==> config.mk <==
export PLATFORM = sky130hd
export DESIGN_NAME = trig_sync_top
export DESIGN_NICKNAME = d
export VERILOG_FILES = /design/src/rtl/trig_sync_pkg.sv /design/src/rtl/trig_master.sv /design/src/rtl/trig_fe_node.sv /design/src/rtl/trig_evt_builder.sv /design/src/rtl/trig_sync_top.sv
export SDC_FILE = /design/constraint.sdc
export NUM_CORES = 1
export LEC_CHECK = 0
export CAP_MARGIN = 20
export CORE_MARGIN = 2
export CORE_UTILIZATION = 50
export CTS_CLUSTER_DIAMETER = 120
export DETAILED_ROUTE_END_ITERATION = 7
export GPL_ROUTABILITY_DRIVEN = 0
export PLACE_DENSITY = 0.71
export SKIP_LAST_GASP = 1
export SYNTH_ARGS = -nofsm -noshare
export SYNTH_HDL_FRONTEND = slang
export SYNTH_SLANG_ARGS = --single-unit
==> constraint.sdc <==
create_clock -name clk -period 3.1 [get_ports clk]
set_input_delay 0.31 -clock clk [delete_from_list [all_inputs] [get_ports clk]]
set_output_delay 0.31 -clock clk [all_outputs]
set_load 0.05 [all_outputs]
==> src/rtl/trig_sync_pkg.sv <==
package trig_sync_pkg;
  localparam int unsigned CLS_W = 4;
  localparam int unsigned NUM_W = 8;

  typedef struct packed {
    logic [CLS_W-1:0] cls;
    logic [NUM_W-1:0] num;
  } ev_t;
endpackage

==> src/rtl/trig_master.sv <==
module trig_master
  import trig_sync_pkg::*;
#(
  parameter int unsigned DLY_W = 16,
  parameter int unsigned REJ_W = 16
) (
  input  logic             clk,
  input  logic             rst_n,
  input  logic             clr,
  input  logic             req,
  input  logic [CLS_W-1:0] req_cls,
  input  logic             dly_en,
  input  logic [DLY_W-1:0] dly_cycles,
  input  logic [CLS_W-1:0] dly_cls,
  input  logic             busy_any,
  output logic             strb,
  output logic [CLS_W-1:0] strb_cls,
  output logic [NUM_W-1:0] strb_num,
  output logic [REJ_W-1:0] rej
);
  logic [NUM_W-1:0] evt_cnt;
  logic [DLY_W-1:0] tmr;
  logic             due;
  logic             take_pri;
  logic [1:0]       rej_inc;
  logic [REJ_W:0]   rej_sum;

  assign due      = (tmr == DLY_W'(1));
  assign take_pri = req && !busy_any && !due;
  assign rej_inc  = {1'b0, req && (busy_any || due)} + {1'b0, due && busy_any};
  assign rej_sum  = {1'b0, rej} + (REJ_W+1)'(rej_inc);

  always_ff @(posedge clk or negedge rst_n) begin
    if (!rst_n) begin
      strb     <= 1'b0;
      strb_cls <= '0;
      strb_num <= '0;
      evt_cnt  <= '0;
      tmr      <= '0;
      rej      <= '0;
    end else if (clr) begin
      strb     <= 1'b0;
      strb_cls <= '0;
      strb_num <= '0;
      evt_cnt  <= '0;
      tmr      <= '0;
      rej      <= '0;
    end else begin
      strb <= 1'b0;
      if (due) begin
        tmr <= '0;
        if (!busy_any) begin
          strb     <= 1'b1;
          strb_cls <= dly_cls;
          strb_num <= evt_cnt;
          evt_cnt  <= evt_cnt + 1'b1;
        end
      end else if (take_pri) begin
        strb     <= 1'b1;
        strb_cls <= req_cls;
        strb_num <= evt_cnt;
        evt_cnt  <= evt_cnt + 1'b1;
        tmr      <= dly_en ? dly_cycles : '0;
      end else if (tmr != '0) begin
        tmr <= tmr - 1'b1;
      end
      rej <= rej_sum[REJ_W] ? '1 : rej_sum[REJ_W-1:0];
    end
  end
endmodule

==> src/rtl/trig_fe_node.sv <==
module trig_fe_node
  import trig_sync_pkg::*;
#(
  parameter int unsigned DEPTH = 4
) (
  input  logic             clk,
  input  logic             rst_n,
  input  logic             clr,
  input  logic             en,
  input  logic             strb,
  input  logic [CLS_W-1:0] bus_cls,
  input  logic [NUM_W-1:0] bus_num,
  input  logic             pop,
  output logic             busy,
  output logic             nonempty,
  output ev_t              head,
  output logic             mismatch
);
  localparam int unsigned PW = (DEPTH > 1) ? $clog2(DEPTH) : 1;
  localparam int unsigned OW = $clog2(DEPTH + 1);

  ev_t              mem [DEPTH];
  logic [PW-1:0]    wp, rp;
  logic [OW-1:0]    occ;
  logic [NUM_W-1:0] local_cnt;
  logic             take, full, do_pop;

  assign full     = (occ == OW'(DEPTH));
  assign take     = strb && en;
  assign do_pop   = pop && nonempty;
  assign nonempty = (occ != '0);
  assign busy     = full || (occ == OW'(DEPTH - 1) && strb);
  assign head     = mem[rp];

  always_ff @(posedge clk) begin
    if (take && !full) mem[wp] <= '{cls: bus_cls, num: local_cnt};
  end

  always_ff @(posedge clk or negedge rst_n) begin
    if (!rst_n) begin
      wp        <= '0;
      rp        <= '0;
      occ       <= '0;
      local_cnt <= '0;
      mismatch  <= 1'b0;
    end else if (clr) begin
      wp        <= '0;
      rp        <= '0;
      occ       <= '0;
      local_cnt <= '0;
      mismatch  <= 1'b0;
    end else begin
      if (take && !full) wp <= (wp == PW'(DEPTH - 1)) ? '0 : wp + 1'b1;
      if (do_pop)        rp <= (rp == PW'(DEPTH - 1)) ? '0 : rp + 1'b1;
      occ <= occ + OW'(take && !full) - OW'(do_pop);
      if (take) begin
        if (local_cnt != bus_num) begin
          mismatch  <= 1'b1;
          local_cnt <= bus_num + 1'b1;
        end else begin
          local_cnt <= local_cnt + 1'b1;
        end
      end
    end
  end
endmodule

==> src/rtl/trig_evt_builder.sv <==
module trig_evt_builder
  import trig_sync_pkg::*;
#(
  parameter int unsigned N_FE = 4
) (
  input  logic [N_FE-1:0] fe_nonempty,
  input  ev_t [N_FE-1:0]  fe_head,
  input  logic            ready,
  output logic            valid,
  output logic            pop,
  output logic [CLS_W-1:0] cls,
  output logic [NUM_W-1:0] num,
  output logic            err
);
  logic [N_FE-1:0] differs;

  for (genvar i = 0; i < N_FE; i++) begin : g_cmp
    assign differs[i] = (fe_head[i].num != fe_head[0].num);
  end

  assign valid = &fe_nonempty;
  assign pop   = valid && ready;
  assign cls   = fe_head[0].cls;
  assign num   = fe_head[0].num;
  assign err   = valid && (|differs);
endmodule

==> src/rtl/trig_sync_top.sv <==
module trig_sync_top
  import trig_sync_pkg::*;
#(
  parameter int unsigned N_FE  = 4,
  parameter int unsigned DEPTH = 4,
  parameter int unsigned DLY_W = 16,
  parameter int unsigned REJ_W = 16
) (
  input  logic             clk,
  input  logic             rst_n,
  input  logic             cnt_clr,
  input  logic             trig_req,
  input  logic [3:0]       trig_type,
  input  logic             dly_en,
  input  logic [DLY_W-1:0] dly_cycles,
  input  logic [3:0]       dly_type,
  input  logic [N_FE-1:0]  fe_en,
  input  logic             eb_ready,
  output logic             bus_strb,
  output logic [3:0]       bus_type,
  output logic [7:0]       bus_lsb,
  output logic             busy,
  output logic [REJ_W-1:0] rej_count,
  output logic [N_FE-1:0]  fe_mismatch,
  output logic             eb_valid,
  output logic [3:0]       eb_type,
  output logic [7:0]       eb_num,
  output logic             eb_err
);
  logic [N_FE-1:0] fe_busy, fe_nonempty;
  ev_t [N_FE-1:0]  fe_head;
  logic            eb_pop;

  trig_master #(.DLY_W(DLY_W), .REJ_W(REJ_W)) u_master (
    .clk(clk), .rst_n(rst_n), .clr(cnt_clr),
    .req(trig_req), .req_cls(trig_type),
    .dly_en(dly_en), .dly_cycles(dly_cycles), .dly_cls(dly_type),
    .busy_any(busy),
    .strb(bus_strb), .strb_cls(bus_type), .strb_num(bus_lsb),
    .rej(rej_count)
  );

  for (genvar i = 0; i < N_FE; i++) begin : g_fe
    trig_fe_node #(.DEPTH(DEPTH)) u_node (
      .clk(clk), .rst_n(rst_n), .clr(cnt_clr), .en(fe_en[i]),
      .strb(bus_strb), .bus_cls(bus_type), .bus_num(bus_lsb),
      .pop(eb_pop),
      .busy(fe_busy[i]), .nonempty(fe_nonempty[i]),
      .head(fe_head[i]), .mismatch(fe_mismatch[i])
    );
  end

  assign busy = |fe_busy;

  trig_evt_builder #(.N_FE(N_FE)) u_builder (
    .fe_nonempty(fe_nonempty), .fe_head(fe_head), .ready(eb_ready),
    .valid(eb_valid), .pop(eb_pop),
    .cls(eb_type), .num(eb_num), .err(eb_err)
  );
endmodule

==> qor.yml, run 1 <==
floorplan:
  core.rowCount: 58
  fp.dieArea_um2: 26600
  chipHeight_um: 163
  initial_core_util_pct: 50.6
  floorplan.die.width_um: 163
  io_pins: 82
  placeableCoreArea_um2: 25000
timing:
  slew-limit-headroom_pct: 34.3
  post-route-worst-setup-slack_ns: -0.0445
  post-route-min-period_ns: 3.14
  fin_skew_ns: 0.0121
  timing.fmax_mhz: 318
  report.final.slew_viol_count: 0
  fin_setup_tns_ns: -0.0445
  final-hold-violation-count: 0
  grt_setup_unrepaired: "true"
  worst_hold_slack_ns: 0.284
  setup-violations-final: 1
  final_min_period_over_clock_period_pct: 101
  tightest_slew_ns: 0.986
flow_run:
  maxCapViolations: 0
clock_network:
  skew_pair_late_insertion_delay_ns: 0.54
  inserted_clock_buffers: 28
  cts.path.max_buffers: 3
  numClockSinks: 261
  clk_slew_on_worst_s_h_paths_ns: 0.06
  cts_htree_levels: 1
  cts_root_buf: "sky130_fd_sc_hd__clkbuf_16"
  cts_tree: "done"
placed_design:
  placedCellCount: 1388
  place_ws_ns: -0.0563
  placed_area_um2: 14000
  hpwlAfterDp_um: 18800
  portBuffers: 81
grt:
  global_route_wire_length_before_repair_um: 43800
  via_count_of_the_first_global_routing_pass: 8106
  grt_remaining_overflow: 0
  grt_max_degree: 76
  busiest_layer: "met2"
  grt_use_total_pct: 21.2
  met2_track_utilization_from_global_routing_pct: 35.7
  antenna_violations_before_repair: 1
  met1_track_utilization_from_global_routing_pct: 28.9
  use_met3_pct: 3.58
layout:
  design.final.nets: 1175
  fin_area_um2: 15100
  finalNonFillerCells: 1452
  synthToLayoutAreaGrowth_pct: 19.4
  layout.filler_cells: 1995
  post_route_cells_drive_above_1_share_pct: 15.2
min_path:
  worstHoldPathType: "input port to flip-flop"
route:
  first_pass_iters: 5
  post_route_drc_violation_count: 0
  drtAntennaViolNets: 0
  dr.first_iter.drc_count: 538
  route.detailed.vias_per_inst: 5.58
  total_wirelength_um: 27200
  route.detailed.wl_per_inst_um: 18.7
  vias: 8095
outcome:
  status: "finished with violations"
  violations: "setup timing"
synthesis:
  synthCells: 987
  synth.cell_area_um2: 12700
  dominant_synthesized_flop_cell: "sky130_fd_sc_hd__edfxtp_1"
  yosysWarningCount: 0
  synth.ff_latch_count: 261
  avgSynthCellArea_um2: 12.8
  yosysUniqueCellTypes: 55
  synthMostInstantiatedCell: "sky130_fd_sc_hd__edfxtp_1"
  postSynthNetCount: 1063
  synth_top_cells_by_count: "144 x sky130_fd_sc_hd__edfxtp_1, 117 x sky130_fd_sc_hd__dfrtp_1, 65 x sky130_fd_sc_hd__nor2_1, 63 x sky130_fd_sc_hd__xnor2_1, 51 x sky130_fd_sc_hd__nand2_1"
  synthArstFlopShare_pct: 44.8
  synth_area_leader_cell: "sky130_fd_sc_hd__edfxtp_1"
  seq_area_frac_synth_pct: 57.3
  synth_edf_count: 144
  synth_area_leaders: "sky130_fd_sc_hd__edfxtp_1 34%, sky130_fd_sc_hd__dfrtp_1 23%, sky130_fd_sc_hd__mux4_2 6.0%, sky130_fd_sc_hd__xnor2_1 4.4%, sky130_fd_sc_hd__mux2i_1 3.7%"
  synthDominantCellAreaShare_pct: 34.1
critical_path:
  kind_of_critical_path: "flip-flop to output port"
  worst-path-max-fanout: 4
  timing.critical_path.arrival_ns: 2.83
  cp_endpoint_kind: "output port"
  critical_path.startpoint_type: "flip-flop"
  required_time_worst_endpoint_ns: 2.79
  reg2reg_setup_slack_ns: 0.16
power:
  leakage_nw: 6.00
  power_per_cell_area_nw_per_um2: 577
  ir_worst_vdd_v: 0.000442
## path summary, 6_finish.rpt
check,cells past startpoint,start,endpoint
max,8,g_fe[0].u_node.rp[0],eb_err
max reg2reg,11,u_master.tmr[6],u_master.rej[0]
min in group asynchronous,2,rst_n,u_master.evt_cnt[2]
max in group asynchronous,3,rst_n,g_fe[3].u_node.wp[0]
min,2,cnt_clr,u_master.evt_cnt[0]
min reg2reg,2,g_fe[0].u_node.mismatch,g_fe[0].u_node.mismatch
## per-layer routing
layer / up-vias / wire length, um
met3: 44 / 1570
met5: - / 11
met1: 4001 / 11500
li1: 3816 / -
met2: 232 / 13500
met4: 2 / 555
## flip-flops by register name, summed over array words and instances (netlist names)
name and count:
g_fe.u_node.mem 144, g_fe.u_node.occ 12, u_master.rej 16, g_fe.u_node.rp 8, u_master.strb 1, g_fe.u_node.local_cnt 32, u_master.tmr 16, g_fe.u_node.mismatch 4
g_fe.u_node.wp 8, u_master.strb_num 8, u_master.strb_cls 4, u_master.evt_cnt 8
## area by class of cell
type | count | area [um^2] | share of cell area (%)
sequential | 261 | 7260 | 48.0
inverter | 50 | 188 | 1.24
clock buffer | 35 | 778 | 5.14
clock inverter | 17 | 224 | 1.48
tap | 330 | 413 | 2.73
antenna | 1 | 2.50 | 0.0165
multi-input combinational | 632 | 5070 | 33.5
timing repair buffer | 126 | 1190 | 7.89
## cells in the final DEF (no fill, tap or decap), types with 5 or more instances in the layout
cell,instances
sky130_fd_sc_hd__edfxtp_1,144
sky130_fd_sc_hd__dfrtp_1,112
sky130_fd_sc_hd__clkdlybuf4s50_1,78
sky130_fd_sc_hd__nor2_1,65
sky130_fd_sc_hd__xnor2_1,63
sky130_fd_sc_hd__nand2_1,50
sky130_fd_sc_hd__inv_1,47
sky130_fd_sc_hd__mux2i_1,47
sky130_fd_sc_hd__a21oi_1,42
sky130_fd_sc_hd__buf_4,39
sky130_fd_sc_hd__ha_1,36
sky130_fd_sc_hd__mux4_2,35
sky130_fd_sc_hd__o21ai_0,34
sky130_fd_sc_hd__clkbuf_16,29
sky130_fd_sc_hd__nand3_1,28
sky130_fd_sc_hd__nor2b_1,25
sky130_fd_sc_hd__and3_1,25
sky130_fd_sc_hd__xor2_1,22
sky130_fd_sc_hd__nor3_1,21
sky130_fd_sc_hd__o2bb2ai_1,21
sky130_fd_sc_hd__and2_1,18
sky130_fd_sc_hd__nand4_1,11
sky130_fd_sc_hd__o22ai_1,9
sky130_fd_sc_hd__mux2_2,9
sky130_fd_sc_hd__o31ai_1,6
sky130_fd_sc_hd__or4_1,6
sky130_fd_sc_hd__clkinv_2,6
sky130_fd_sc_hd__or3_1,5
sky130_fd_sc_hd__a211oi_1,5
sky130_fd_sc_hd__bufinv_16,5
sky130_fd_sc_hd__dfrtp_2,5
## worst max-delay path: stages (launching register included)
cell and delay, ns:
sky130_fd_sc_hd__dfrtp_1 0.40, sky130_fd_sc_hd__buf_6 0.14, sky130_fd_sc_hd__mux4_2 0.57, sky130_fd_sc_hd__or3_1 0.35, sky130_fd_sc_hd__a22oi_2 0.17, sky130_fd_sc_hd__o221ai_2 0.15
sky130_fd_sc_hd__nor4_2 0.28, sky130_fd_sc_hd__nor2b_1 0.08, sky130_fd_sc_hd__buf_6 0.15
## logic make-up (layout without fill, tap and decap cells)
family | Yosys count | in the layout | share of synthesized area (%)
AND/OR/NAND/NOR | 284 | 284 | 11.7
flip-flops | 261 | 261 | 57.3
AO/OA/AOI/OAI | 127 | 127 | 6.34
multiplexers | 94 | 94 | 11.2
buffers and inverters | 94 | 228 | 3.24
XOR/XNOR | 85 | 85 | 5.88
adder cells (fa/ha/maj) | 42 | 42 | 4.44
other | 0 | 1 | 0
## metrics by stage
step | utilization, % | total power [W]
2_1_floorplan | - | 0.00483
3_3_place_gp | 55.8 | 0.00520
3_5_place_dp | 55.8 | 0.00521
4_1_cts | 60.3 | 0.00879
5_1_grt | 60.4 | 0.00909
6_report | 60.4 | 0.00873
## power breakdown
part | internal, W | switching [W]
clock network | 0.00220 | 0.00135
registers | 0.00379 | 0.000141
logic | 0.000558 | 0.000684
total | 0.00655 | 0.00218
## what timing repair did
| action | CTS | global route |
|---|---|---|
| hold buffers | 1 | 0 |
| endpoints found under the setup margin | 15 | 16 |
| buffers inserted | 9 | 1 |
| pin swaps | 5 | 3 |
| resized for setup | 13 | 4 |
| hold endpoints to repair | 73 | 0 |
No activity file was read; power rests on OpenSTA's default activity.
==> inputs of run 2 (changes only) <==
--- a/config.mk
+++ b/config.mk
@@ -5,6 +5,7 @@
 export SDC_FILE = /design/constraint.sdc
 export NUM_CORES = 1
 export LEC_CHECK = 0
+export ABC_CLOCK_PERIOD_IN_PS = 3100
 export CAP_MARGIN = 20
 export CORE_MARGIN = 2
 export CORE_UTILIZATION = 50
==> results of run 2 <==
Same layout as run 1: the final DEF is identical, and so are final timing and power.
==> inputs of run 3 (changes only) <==
--- a/config.mk
+++ b/config.mk
@@ -6,13 +6,14 @@
 export NUM_CORES = 1
 export LEC_CHECK = 0
 export ABC_CLOCK_PERIOD_IN_PS = 3100
-export CAP_MARGIN = 20
-export CORE_MARGIN = 2
+export CAP_MARGIN = 15
+export CORE_MARGIN = 3
 export CORE_UTILIZATION = 50
 export CTS_CLUSTER_DIAMETER = 120
 export DETAILED_ROUTE_END_ITERATION = 7
 export GPL_ROUTABILITY_DRIVEN = 0
 export PLACE_DENSITY = 0.71
+export REMOVE_ABC_BUFFERS = 1
 export SKIP_LAST_GASP = 1
 export SYNTH_ARGS = -nofsm -noshare
 export SYNTH_HDL_FRONTEND = slang
==> qor.yml, run 3 (synthesis results as in run 1) <==
outcome:
  status: "finished with violations"
  violations: "setup timing"
power:
  p_sw_w: 0.00216  # -0.80%
  power_w: 0.00862  # -1.2%
  switching_share_pct: 25.1  # +0.11 points
  power_per_cell_area_nw_per_um2: 573  # -0.70%
  leakage_nw: 6.00  # about the same
  sequentialPowerShare_pct: 45.6  # +0.5 points
  internal-power_w: 0.00646  # -1.4%
  ir_worst_vdd_v: 0.000416  # -5.8%
  power_frac_comb_pct: 14.6  # +0.4 points
  power.clock.fraction_pct: 39.9  # -0.8 points
critical_path:
  kind_of_critical_path: "flip-flop to output port"
  reg2regPathDepth: 9  # -2
  timing.critical_path.arrival_ns: 3.02  # +0.19 ns
  worstPathCellList: "buf_6 -> mux4_2 -> buf_4 -> xor2_1 -> nor4_1 -> nand2_1 -> nor4_2 -> buf_4 -> nor2b_2 -> buf_6"
  worst_path_max_delay_cell: "sky130_fd_sc_hd__mux4_2"
  required_time_worst_endpoint_ns: 2.79  # about the same
  cp_endpoint_kind: "output port"
  worst-path-max-fanout: 5  # +1
  crit_buf_inv: 4  # +2
  worst_r2r_startpoint: "g_fe[0].u_node.occ[1]"
  rr_endpoint: "g_fe[0].u_node.occ[1]"
  critical_path.startpoint_type: "flip-flop"
  reg2reg_setup_slack_ns: 0.13  # -0.03 ns
  slowest_stage_delay_cp_ns: 0.56  # about the same
  critical-path-top-delay-family: "simple AND/OR/NAND/NOR gates"
timing:
  fin_setup_tns_ns: -0.229  # -0.185 ns
  slew-limit-headroom_pct: 44.7  # +10 points
  grt_setup_unrepaired: "true"
  post-route-min-period_ns: 3.33  # +0.185 ns
  setup-violations-final: 1  # unchanged
  final-hold-violation-count: 0  # unchanged
  final_min_period_over_clock_period_pct: 107  # +6.0 points
  post-route-worst-setup-slack_ns: -0.229  # -0.185 ns
  report.final.slew_viol_count: 0  # unchanged
  fin_skew_ns: 0.0112  # -0.000851 ns
  timing.fmax_mhz: 300  # -5.6%
  worst_hold_slack_ns: 0.276  # -0.00837 ns
  tightest_slew_ns: 0.826  # -0.159 ns
clock_network:
  cts_htree_levels: 1  # unchanged
  clk_slew_on_worst_s_h_paths_ns: 0.06  # about the same
  cts.path.max_buffers: 3  # unchanged
  cts_root_buf: "sky130_fd_sc_hd__clkbuf_16"
  cts_tree: "done"
  skew_pair_late_insertion_delay_ns: 0.52  # -0.02 ns
  numClockSinks: 261  # unchanged
  inserted_clock_buffers: 27  # -3.6%
grt:
  global_route_wire_length_before_repair_um: 45800  # +4.6%
  grt_use_total_pct: 21.7  # +0.52 points
  antenna_violations_before_repair: 0  # -1
  grt_max_degree: 56  # -26%
  grt_remaining_overflow: 0  # unchanged
  via_count_of_the_first_global_routing_pass: 8462  # +4.4%
layout:
  fin_util_pct: 61.2  # +0.74 points
  diodes: 0  # -1
  commonest_cells_after_routing_fill_and_taps_aside: "144 x sky130_fd_sc_hd__edfxtp_1, 112 x sky130_fd_sc_hd__dfrtp_1, 78 x sky130_fd_sc_hd__clkdlybuf4s50_1"
  design.final.nets: 1179  # +0.34%
  multi_input_comb_area_um2: 5040  # -0.72%
  layout.filler_cells: 1953  # -2.1%
  flip_flop_count_of_the_largest_register_all_copies_and_words_added: 144  # unchanged
  post_route_cells_drive_above_1_share_pct: 15.1  # -0.027 points
  largest_reg_by_ff_count: "g_fe.u_node.mem"
  synthToLayoutAreaGrowth_pct: 18.8
  seqCellArea_um2: 7260  # unchanged
  top_regs: "g_fe.u_node.mem: 144 flops, g_fe.u_node.local_cnt: 32 flops"
  layout.cells.most_common: "sky130_fd_sc_hd__edfxtp_1"
route:
  route.detailed.vias_per_inst: 5.68  # +1.8%
  vias: 8214  # +1.5%
  drtAntennaViolNets: 0  # unchanged
  post_route_drc_violation_count: 0  # unchanged
  first_pass_iters: 5  # unchanged
  route.detailed.wl_per_inst_um: 20.0  # +6.9%
  dr.first_iter.drc_count: 439  # -18%
  total_wirelength_um: 29000  # +6.6%
floorplan:
  fp.dieArea_um2: 27300  # +2.5%
  chipHeight_um: 165  # +1.2%
  placeableCoreArea_um2: 24600  # -1.7%
  floorplan.die.width_um: 165  # +1.2%
  io_pins: 82  # unchanged
  initial_core_util_pct: 51.5  # +0.89 points
  core.rowCount: 57  # -1.7%
placed_design:
  portBuffers: 81  # unchanged
  hpwlAfterDp_um: 20000  # +6.2%
min_path:
  worstHoldPathType: "input port to flip-flop"
  hold_depth: 2  # unchanged
  hp-start: "cnt_clr"
  worstHoldEndpoint: "u_master.strb_num[5]"
flow_run:
  maxCapViolations: 0  # unchanged
[run 3: layout make-up]
type / count / area share, %
timing repair buffer: 131 / 8.04
sequential: 261 / 48.2
clock buffer: 34 / 5.00
clock inverter: 15 / 1.34
tap: 324 / 2.69
multi-input combinational: 632 / 33.5
inverter: 50 / 1.25
[run 3: routing by layer]
metal	track usage, %	routed length [um]	up-vias
li1	-	-	3819
met1	29.7	12500	4108
met2	35.9	13900	231
met3	4.49	1820	56
met4	5.64	756	0
met5	0	0	-
[run 3: power by group through the flow]
| stage | registers [W] | logic [W] | clock network (W) |
|---|---|---|---|
| global placement | 0.00398 | 0.00122 | 0 |
| detailed placement | 0.00399 | 0.00123 | 0 |
| floorplan | 0.00403 | 0.000763 | 0 |
| global route | 0.00394 | 0.00138 | 0.00363 |
| finish | 0.00393 | 0.00125 | 0.00344 |
| CTS | 0.00393 | 0.00124 | 0.00350 |
[run 3: worst max-delay path by stage]
stage	slack, ns	start	cells past startpoint	end
after global routing	-0.30	g_fe[0].u_node.rp[0]	10	eb_err
after floorplan	-0.97	g_fe[0].u_node.occ[1]	9	g_fe[3].u_node.occ[1]
after detailed placement	0.03	u_master.tmr[6]	11	u_master.rej[1]
final	-0.23	g_fe[0].u_node.rp[0]	10	eb_err
after global placement	0.09	u_master.tmr[13]	11	u_master.rej[0]
after CTS	-0.20	g_fe[0].u_node.rp[0]	9	eb_err
[run 3: what timing repair did]
action | CTS | global route
gates resized for setup | 10 | 12
setup buffers | 6 | 4
pin swaps | 5 | 6
hold buffers | 1 | 0
endpoints found under the setup margin | 1 | 17
hold endpoints to repair | 37 | 0
[run 3: per-stage QoR]
| stage | cell area [um^2] | setup WS, ns | cells |
|---|---|---|---|
| global placement | 14000 | 0.0939 | 1387 |
| floorplan | 12400 | -0.970 | 943 |
| finish | 15100 | -0.229 | 1447 |
| detailed placement | 14000 | 0.0302 | 1387 |
| global route | 15100 | -0.295 | 1447 |
| CTS | 15000 | -0.196 | 1443 |
